[src/rtl/lqs_pkg.sv]
package lqs_pkg;
    localparam int NCH      = 4;
    localparam int NAGC     = 2;
    localparam int NSRC     = NCH + NAGC;
    localparam int SRC_W    = $clog2(NSRC);
    localparam int AGC_BASE = NCH;
    localparam int NSLOT    = 4;
    localparam int CTRL_W   = 8;
    localparam int DLY_W    = 4;
    localparam int BYTE_W   = 8;
    localparam int B_EN     = 7;

    typedef enum logic [2:0] {
        ST_IDLE,
        ST_COLLECT,
        ST_ARMED,
        ST_DELAY,
        ST_SEND
    } seq_state_e;

    typedef enum logic {
        SK_IQ,
        SK_GAIN
    } slot_kind_e;

    // Mirrors ctrl[6:0]: bit0 agc, bit1 rot, bit2 gain_off, bits 6..3 dly
    typedef struct packed {
        logic [DLY_W-1:0] dly;
        logic             gain_off;
        logic             rot;
        logic             agc;
    } mode_t;
endpackage

[src/rtl/lqs_hold.sv]
module lqs_hold #(
    parameter int W = 48
) (
    input  logic         clk,
    input  logic         rst_n,
    input  logic         trig,
    input  logic         take,
    input  logic [W-1:0] d,
    output logic [W-1:0] q,
    output logic         pend,
    output logic         ovf
);
    always_ff @(posedge clk) begin
        if (!rst_n) begin
            q    <= '0;
            pend <= 1'b0;
            ovf  <= 1'b0;
        end else begin
            if (trig) begin
                q <= d;
            end
            pend <= trig | (pend & ~take);
            if (trig && pend && !take) begin
                ovf <= 1'b1;
            end
        end
    end
endmodule

[src/rtl/lqs_slot_map.sv]
module lqs_slot_map
    import lqs_pkg::*;
#(
    parameter int OWN_AGC = 0
) (
    input  mode_t             mode,
    input  logic [1:0]        slot,
    output logic [SRC_W-1:0]  src,
    output slot_kind_e        kind
);
    always_comb begin
        src  = '0;
        kind = SK_IQ;
        unique case ({mode.agc, mode.rot})
            2'b00: src = SRC_W'(slot[0]);
            2'b01: src = SRC_W'(slot);
            2'b11: begin
                src  = SRC_W'(AGC_BASE + OWN_AGC);
                kind = slot[0] ? SK_GAIN : SK_IQ;
            end
            2'b10: begin
                if (!mode.gain_off) begin
                    src  = SRC_W'(AGC_BASE) + SRC_W'(slot[1]);
                    kind = slot[0] ? SK_GAIN : SK_IQ;
                end else begin
                    src  = SRC_W'(AGC_BASE) + SRC_W'(slot[0]);
                end
            end
        endcase
    end
endmodule

[src/rtl/lqs_fsm.sv]
module lqs_fsm
    import lqs_pkg::*;
#(
    parameter int SW      = 16,
    parameter int MIN_DLY = 6
) (
    input  logic                         clk,
    input  logic                         rst_n,
    input  logic [CTRL_W-1:0]            ctrl,
    input  logic                         data_rdy,
    input  logic [NSRC-1:0]              pend,
    input  logic [NSRC-1:0][3*SW-1:0]    hold_q,
    input  logic [SRC_W-1:0]             src,
    input  slot_kind_e                   kind,
    output mode_t                        mode_q,
    output logic [1:0]                   slot_q,
    output logic [NSRC-1:0]              take,
    output logic [BYTE_W-1:0]            lnk_data,
    output logic                         lnk_clk_en,
    output logic                         busy
);
    localparam int WW    = 2 * SW;
    localparam int QB    = NSLOT * WW / BYTE_W;
    localparam int BI_W  = $clog2(QB);
    localparam int CNT_W = $clog2((1 << DLY_W) + MIN_DLY + 1);

    seq_state_e                     state_q, state_d;
    logic [NSLOT-1:0][WW-1:0]       qbuf;
    logic [QB-1:0][BYTE_W-1:0]      qbytes;
    logic [SW-1:0]                  gain_q;
    logic [CNT_W-1:0]               dcnt, eff;
    logic [BI_W-1:0]                byte_q;
    logic                           en, slot_ok, fill, last_byte, dly_done;

    assign en        = ctrl[B_EN];
    assign slot_ok   = (kind == SK_GAIN) || pend[src];
    assign fill      = (state_q == ST_COLLECT) && en && slot_ok;
    assign last_byte = (byte_q == BI_W'(QB - 1));
    assign eff       = (CNT_W'(mode_q.dly) < CNT_W'(MIN_DLY)) ? CNT_W'(MIN_DLY)
                                                             : CNT_W'(mode_q.dly);
    assign dly_done  = (dcnt == eff - CNT_W'(1));
    assign qbytes    = qbuf;

    always_comb begin
        take = '0;
        if (fill && kind == SK_IQ) begin
            take[src] = 1'b1;
        end
    end

    always_comb begin
        state_d = state_q;
        unique case (state_q)
            ST_IDLE:    if (en) state_d = ST_COLLECT;
            ST_COLLECT: if (!en) state_d = ST_IDLE;
                        else if (slot_ok && slot_q == 2'd3) state_d = ST_ARMED;
            ST_ARMED:   if (!en) state_d = ST_IDLE;
                        else if (data_rdy) state_d = ST_DELAY;
            ST_DELAY:   if (!en) state_d = ST_IDLE;
                        else if (dly_done) state_d = ST_SEND;
            ST_SEND:    if (!en) state_d = ST_IDLE;
                        else if (last_byte) state_d = ST_COLLECT;
            default:    state_d = ST_IDLE;
        endcase
    end

    always_ff @(posedge clk) begin
        if (!rst_n) state_q <= ST_IDLE;
        else        state_q <= state_d;
    end

    always_ff @(posedge clk) begin
        if (!rst_n) begin
            mode_q <= '0;
            slot_q <= '0;
            qbuf   <= '0;
            gain_q <= '0;
            dcnt   <= '0;
            byte_q <= '0;
        end else begin
            if ((state_q == ST_IDLE && en) || (state_q == ST_SEND && last_byte)) begin
                mode_q <= mode_t'(ctrl[6:0]);
            end
            if (state_q != ST_COLLECT) begin
                slot_q <= '0;
            end else if (fill) begin
                slot_q <= slot_q + 2'd1;
            end
            if (fill) begin
                if (kind == SK_GAIN) begin
                    qbuf[slot_q] <= WW'(gain_q);
                end else begin
                    qbuf[slot_q] <= hold_q[src][WW-1:0];
                    gain_q       <= hold_q[src][3*SW-1:WW];
                end
            end
            dcnt   <= (state_q == ST_DELAY) ? dcnt + CNT_W'(1) : '0;
            byte_q <= (state_q == ST_SEND) ? byte_q + BI_W'(1) : '0;
        end
    end

    always_comb begin
        lnk_clk_en = (state_q == ST_SEND);
        lnk_data   = lnk_clk_en ? qbytes[byte_q] : '0;
        busy       = (state_q == ST_DELAY) || (state_q == ST_SEND);
    end
endmodule

[src/rtl/lnk_qw_seq.sv]
module lnk_qw_seq
    import lqs_pkg::*;
#(
    parameter int SW      = 16,
    parameter int MIN_DLY = 6,
    parameter int OWN_AGC = 0
) (
    input  logic                   clk,
    input  logic                   rst_n,
    input  logic [CTRL_W-1:0]      ctrl,
    input  logic [NCH*2*SW-1:0]    ch_iq,
    input  logic [NCH-1:0]         ch_trig,
    input  logic [NAGC*2*SW-1:0]   agc_iq,
    input  logic [NAGC*SW-1:0]     agc_gain,
    input  logic [NAGC-1:0]        agc_trig,
    input  logic                   data_rdy,
    output logic [BYTE_W-1:0]      lnk_data,
    output logic                   lnk_clk_en,
    output logic                   busy,
    output logic [NSRC-1:0]        ovf
);
    localparam int HW = 3 * SW;

    logic [NSRC-1:0][HW-1:0] src_d, hold_q;
    logic [NSRC-1:0]         trig, take, pend;
    mode_t                   mode_q;
    logic [1:0]              slot_q;
    logic [SRC_W-1:0]        src;
    slot_kind_e              kind;

    for (genvar i = 0; i < NSRC; i++) begin : g_src
        if (i < NCH) begin : g_ch
            assign src_d[i] = {{SW{1'b0}}, ch_iq[i*2*SW +: 2*SW]};
            assign trig[i]  = ch_trig[i];
        end else begin : g_agc
            assign src_d[i] = {agc_gain[(i-NCH)*SW +: SW], agc_iq[(i-NCH)*2*SW +: 2*SW]};
            assign trig[i]  = agc_trig[i-NCH];
        end
        lqs_hold #(.W(HW)) u_hold (
            .clk  (clk),
            .rst_n(rst_n),
            .trig (trig[i]),
            .take (take[i]),
            .d    (src_d[i]),
            .q    (hold_q[i]),
            .pend (pend[i]),
            .ovf  (ovf[i])
        );
    end

    lqs_slot_map #(.OWN_AGC(OWN_AGC)) u_map (
        .mode(mode_q),
        .slot(slot_q),
        .src (src),
        .kind(kind)
    );

    lqs_fsm #(.SW(SW), .MIN_DLY(MIN_DLY)) u_fsm (
        .clk       (clk),
        .rst_n     (rst_n),
        .ctrl      (ctrl),
        .data_rdy  (data_rdy),
        .pend      (pend),
        .hold_q    (hold_q),
        .src       (src),
        .kind      (kind),
        .mode_q    (mode_q),
        .slot_q    (slot_q),
        .take      (take),
        .lnk_data  (lnk_data),
        .lnk_clk_en(lnk_clk_en),
        .busy      (busy)
    );
endmodule

[config.mk]
export PLATFORM = sky130hd
export DESIGN_NAME = lnk_qw_seq
export DESIGN_NICKNAME = d
export VERILOG_FILES = /design/src/rtl/lqs_pkg.sv /design/src/rtl/lqs_hold.sv /design/src/rtl/lqs_slot_map.sv /design/src/rtl/lqs_fsm.sv /design/src/rtl/lnk_qw_seq.sv
export SDC_FILE = /design/constraint.sdc
export NUM_CORES = 1
export LEC_CHECK = 0
export BUFFER_PORTS_ARGS = -buffer_cell sky130_fd_sc_hd__buf_2
export CAP_MARGIN = 10
export CORE_ASPECT_RATIO = 1.4
export CORE_MARGIN = 1
export CORE_UTILIZATION = 30
export DETAILED_ROUTE_END_ITERATION = 8
export PLACE_DENSITY = 0.51
export SLEW_MARGIN = 15
export SYNTH_ARGS = -nofsm -noshare
export SYNTH_HDL_FRONTEND = slang
export SYNTH_SLANG_ARGS = --single-unit
[constraint.sdc]
create_clock -name clk -period 6.2 [get_ports clk]
set_input_delay 1.86 -clock clk [delete_from_list [all_inputs] [get_ports clk]]
set_output_delay 1.86 -clock clk [all_outputs]
set_load 0.005 [all_outputs]
==> Word level (Yosys, flattened, before mapping) <==
Index checks and enable logic that the tools add are counted.
{ "totals": {"ff_bits": 401, "inputBits": 241, "word_cells": 146} }
{ "classes": {"n_addsub": 6, "magnitude_cmp": 6, "eq_ne": 16, "muxes": 31, "bitwise_logic": 20, "reduce_logical": 36} }
{ "op_table": {"columns": ["op", "n"], "rows": [
  ["$bwmux 128", 2],
  ["$bmux 48 s3", 1],
  ["$mux 128", 1],
  ["$demux 32 s2", 1],
  ["$mux 48", 1],
  ["$bmux 8 s4", 1],
  ["$mux 32", 1],
  ["$mux 3", 10],
  ["$logic_and 1x1->1", 20],
  ["$mux 8", 2],
  ["$pmux 3 s5", 1],
  ["$pmux 3 s4", 1],
  ["$not 1->1", 8],
  ["$add 3x1->3 const A", 2],
  ["$and 1x1->1", 6],
  ["$eq 2x2->1 const B", 3],
  ["$eq 3x2->1 const B", 2],
  ["$logic_not 1->1", 6],
  ["$mux 6", 1],
  ["$ne 3x2->1 const B", 2],
  ["$ne 3x3->1 const B", 2],
  ["$or 1x1->1", 6],
  ["$reduce_and 2->1", 3],
  ["$add 5x1->5 const B", 1],
  ["other kinds (26)", 31]
]} }

==> Depth between registers and ports, before layout <==
{ "depth": {"ltp_word": 12, "ltp_mapped": 9} }

==> Cells and area by module <==
A second synthesis with hierarchy kept.
{ "hier_totals": {"cells_unflattened": 2009, "area_unflattened_um2": 20970.1} }
{ "modules_own_cells": {"columns": ["mod", "instances", "cells_each", "area_each_um2"], "rows": [
  ["lqs_hold", 6, 161, 1920.6],
  ["lqs_fsm", 1, 1033, 9399.0],
  ["lqs_slot_map", 1, 9, 43.8],
  ["lnk_qw_seq", 1, 1, 3.8]
]} }

==> Worst setup path after synthesis <==
Ideal clock, no wire load.
{ "synth_timing": {"path_type": "reg2out", "startpoint": "register u_fsm.byte_q[0]", "endpoint": "output lnk_data[0]", "arrival_ns": 1.939, "required_time_ns": 4.340, "path_slack_ns": 2.401, "path_stages_with_launch": 6, "n_path_buf": 2, "cell_sequence": "dfxtp_1 buf_2 buf_2 mux4_2 mux4_2 and2_1"} }
{ "synth_between": {"elab_chain_cells": 3} }
{ "synth_rtl": {"columns": ["element", "line_no", "text"], "rows": [
  ["start, declared", "lqs_fsm.sv:32", "logic [BI_W-1:0] byte_q;"],
  ["start signal, assigned", "lqs_fsm.sv:98", "byte_q <= (state_q == ST_SEND) ? byte_q + BI_W'(1) : '0;"],
  ["$bmux 8 s4", "lqs_fsm.sv:104", "lnk_data = lnk_clk_en ? qbytes[byte_q] : '0;"],
  ["$mux 8 (implied by the code)", "lqs_fsm.sv:104", null],
  ["$mux 8", "lqs_fsm.sv:104", null],
  ["end, declared", "lnk_qw_seq.sv:17", "output logic [BYTE_W-1:0] lnk_data,"]
]} }
Every way passes these cells. The select of a mux whose other input is x is not followed.

==> Worst setup path in the final report <==
{ "layout_timing": {"startpoint": "register u_fsm.byte_q[0]", "endpoint": "output lnk_data[4]"} }
The elaborated chain is that of the path after synthesis.

==> impl_metrics.yaml <==
run_status:
  status: "finished, final reports clean"
clock_tree:
  cts_resized: 0
  cts.sinks: 401
  hold_buffers: 0
  clk_pin_slew_ps: 60
  post_cts_buffers: 0
  clk_path_buf_depth: 3
  clk_latency_ps: 580
  root_buffer: "clkbuf_16"
  cts-htree-levels: 2
  tritoncts: "yes"
  cts_buffers: 43
route:
  num_vias: 13300
  route.antenna.remaining_nets: 0
  vias_per_cell: 4.94
  drt_first_pass_iters: 5
  routedWlPerCell_um: 20.4
  wirelength_um: 55100
  dr.first_iter.drc_count: 723
  drc: 0
setup_path:
  regToRegSetupSlack_ps: 2530
  worstReg2RegStart: "u_fsm.slot_q[0]$_SDFFE_PP0P_"
  cp_data_required_time_ps: 4340
  cp_common_cell: "mux4_2"
  cp_max_fo: 26
  setup.worst_path.class: "reg -> out"
  rr_endpoint: "u_fsm.qbuf[2]$_SDFFE_PN0P_"
  arrival_ps: 3230
  end_kind: "primary output"
  cp_cell_sequence: "buf_4, mux4_2, mux4_2, and2_1, buf_2"
  slowest_delay_ps: 920
  slowest_stage: "dfxtp_2"
  r2r_cells: 6
  cp-start-kind: "flip-flop"
floorplan:
  die_y_um: 291
  core-area_um2: 58700
  die_w_um: 208
  dieArea_um2: 60500
  start_util_pct: 30.4
  io_pins: 257
  fp-row-count: 105
logic_synthesis:
  synth_top_area_share_pct: 45.0
  avgSynthCellArea_um2: 10.3
  ys_warn_count: 0
  netlist_area_um2: 17800
  synthFlopType: "dfxtp_1"
  synthArstFlopShare_pct: 0
  synth.distinct_cells: 57
  netlist_top_cells_count: "401 x dfxtp_1, 377 x mux2i_1, 252 x nor2_1"
  synth_cells: 1732
  synth-seq-area-share_pct: 45.0
  synth_edf_count: 0
  synth_area_leaders: "dfxtp_1 45%, mux2i_1 21%, mux4_2 7.3%, nor2_1 5.3%, nand2_1 4.3%"
  netlist.top_cell.by_area: "dfxtp_1"
  syn_nets: 1980
  ys_ff_latch: 401
  synth_most_common_cell: "dfxtp_1"
power_and_ir_drop:
  leakage_uw: 0.00943
  power.density_nw_per_um2: 281
  ir_drop_mv: 0.247
global_routing:
  grt_pass1_vias: 13600
  grt_max_degree: 118
  grt_use_total_pct: 18.0
  grt_pass1_wl_um: 82900
  gr-total-overflow: 0
  antenna_found_initial: 15
timing:
  fin_tns_setup_ps: 0
  tightestPinTransition_ps: 1170
  skew_ps: 18.5
  fin_ws_ps: 1110
  rsz0062_at_grt: "false"
  post-route-period-util_pct: 82.0
  slew_viol_final: 0
  finalCriticalPeriod_ps: 5090
  hold_violations: 0
  fmax_ghz: 0.197
  setup_viol: 0
  relSlewSlack_pct: 21.7
finish:
  instances_no_fill: 2697
  stdcell_area_um2: 20900
  area_growth_pct: 16.9
  drive_gt1_share_pct: 23.1
  ff_latch_area_um2: 8030
  final_nets: 2155
  n_fill_cell: 5914
  multi_input_area_um2: 8990
place:
  dp_hpwl_um: 38700
  post-place-ws_ps: 1660
  io_buffers: 256
  globalplace.congestion: 0.805
  dp_cells: 2611
  placed_cell_area_um2: 19400
hold_path:
  whs_endpoint: "u_fsm.gain_q[10]$_SDFFE_PN0P_"
  hold_path_depth: 2
  worstHoldStart: "u_fsm.gain_q[10]$_SDFFE_PN0P_"
  hp-class: "reg -> reg"
run:
  maxCapViolations: 0
[per-stage QoR]
step	hold slack, ps	utilization, %	total power (µW)
5_1_grt	476	35.5	6080
3_3_place_gp	442	33.1	3290
2_1_floorplan	426	-	3090
3_5_place_dp	450	33.1	3300
6_report	456	35.5	5850
4_1_cts	458	35.5	5940
[registers in the layout, summed over array words and instances, names as in the netlist, 4 cells and up]
name	cells
g_src.u_hold.q	224
u_fsm.qbuf	128
u_fsm.gain_q	16
u_fsm.mode_q	7
g_src.u_hold.ovf	6
g_src.u_hold.pend	6
u_fsm.dcnt	5
u_fsm.byte_q	4
[cells by family (layout without fill, tap and decap cells)]
| logic type | Yosys count | in the layout | share of synthesized area, % |
|---|---|---|---|
| and+or+nand+nor | 531 | 531 | 12.5 |
| muxes | 481 | 481 | 31.4 |
| DFF | 401 | 401 | 45.0 |
| AOI/OAI and AO/OA | 152 | 152 | 5.55 |
| buffers and inverters | 151 | 358 | 4.66 |
| xor gates and xnor gates | 9 | 9 | 0.442 |
| adders and majority gates | 7 | 7 | 0.491 |
| other | 0 | 9 | 0 |
[layout make-up]
| type | count | area share [%] |
|---|---|---|
| Multi-Input combinational cell | 1180 | 43.1 |
| Clock buffer | 63 | 6.00 |
| Inverter | 7 | 0.150 |
| Sequential cell | 401 | 38.5 |
| Clock inverter | 14 | 0.804 |
| Timing Repair Buffer | 274 | 6.83 |
| Antenna cell | 9 | 0.108 |
| Tap cell | 749 | 4.49 |
[worst max-delay path by stage]
stage | start | to | cells after the start
2_1_floorplan | u_fsm.byte_q[0]$_SDFF_PN0_ | lnk_data[0] | 5
3_3_place_gp | u_fsm.byte_q[0]$_SDFF_PN0_ | lnk_data[4] | 5
3_5_place_dp | u_fsm.byte_q[0]$_SDFF_PN0_ | lnk_data[4] | 5
4_1_cts | u_fsm.byte_q[0]$_SDFF_PN0_ | lnk_data[4] | 5
5_1_grt | u_fsm.byte_q[0]$_SDFF_PN0_ | lnk_data[4] | 5
6_report | u_fsm.byte_q[0]$_SDFF_PN0_ | lnk_data[4] | 5
[placed cells by master (no fill, tap or decap), types with 5 or more instances in the layout]
cell	netlist	final
a21o_1	18	18
a21oi_1	27	27
a311o_1	14	14
and2_1	12	11
buf_2	17	253
buf_4	11	21
clkbuf_1	86	10
clkbuf_16	0	43
clkbuf_8	0	10
clkinv_2	0	5
dfxtp_1	401	399
diode_2	0	9
ha_1	7	7
mux2_1	12	12
mux2_2	34	34
mux2i_1	377	376
mux4_2	58	58
nand2_1	203	203
nand2b_1	5	5
nand3_1	16	16
nor2_1	252	251
o211ai_1	16	16
o21ai_0	42	42
o22ai_1	15	15
or3_1	17	17
xnor2_1	5	5
[worst max-delay path, delay by kind of cell, from the launching register on]
family	cells	cell delay [ps]
simple gates	1	200
flops	1	920
buf+inv	2	500
mux	2	1010
[power by group]
group	total, µW	switching [µW]	leakage, µW	internal (µW)
Combinational	505	290	0.00545	215
Clock	2610	1120	0.000698	1500
Sequential	2730	54.9	0.00328	2680
[routing by layer]
metal  GRT usage [%]  vias to the layer above  part of all wire [%]
li1                -                     6392                     -
met1            21.3                     6501                    41
met2            30.5                      305                    49
met3            3.94                      117                   5.0
met4            9.34                       10                   4.4
met5               0                        -                  0.11
No activity file was read; power rests on OpenSTA's default activity.
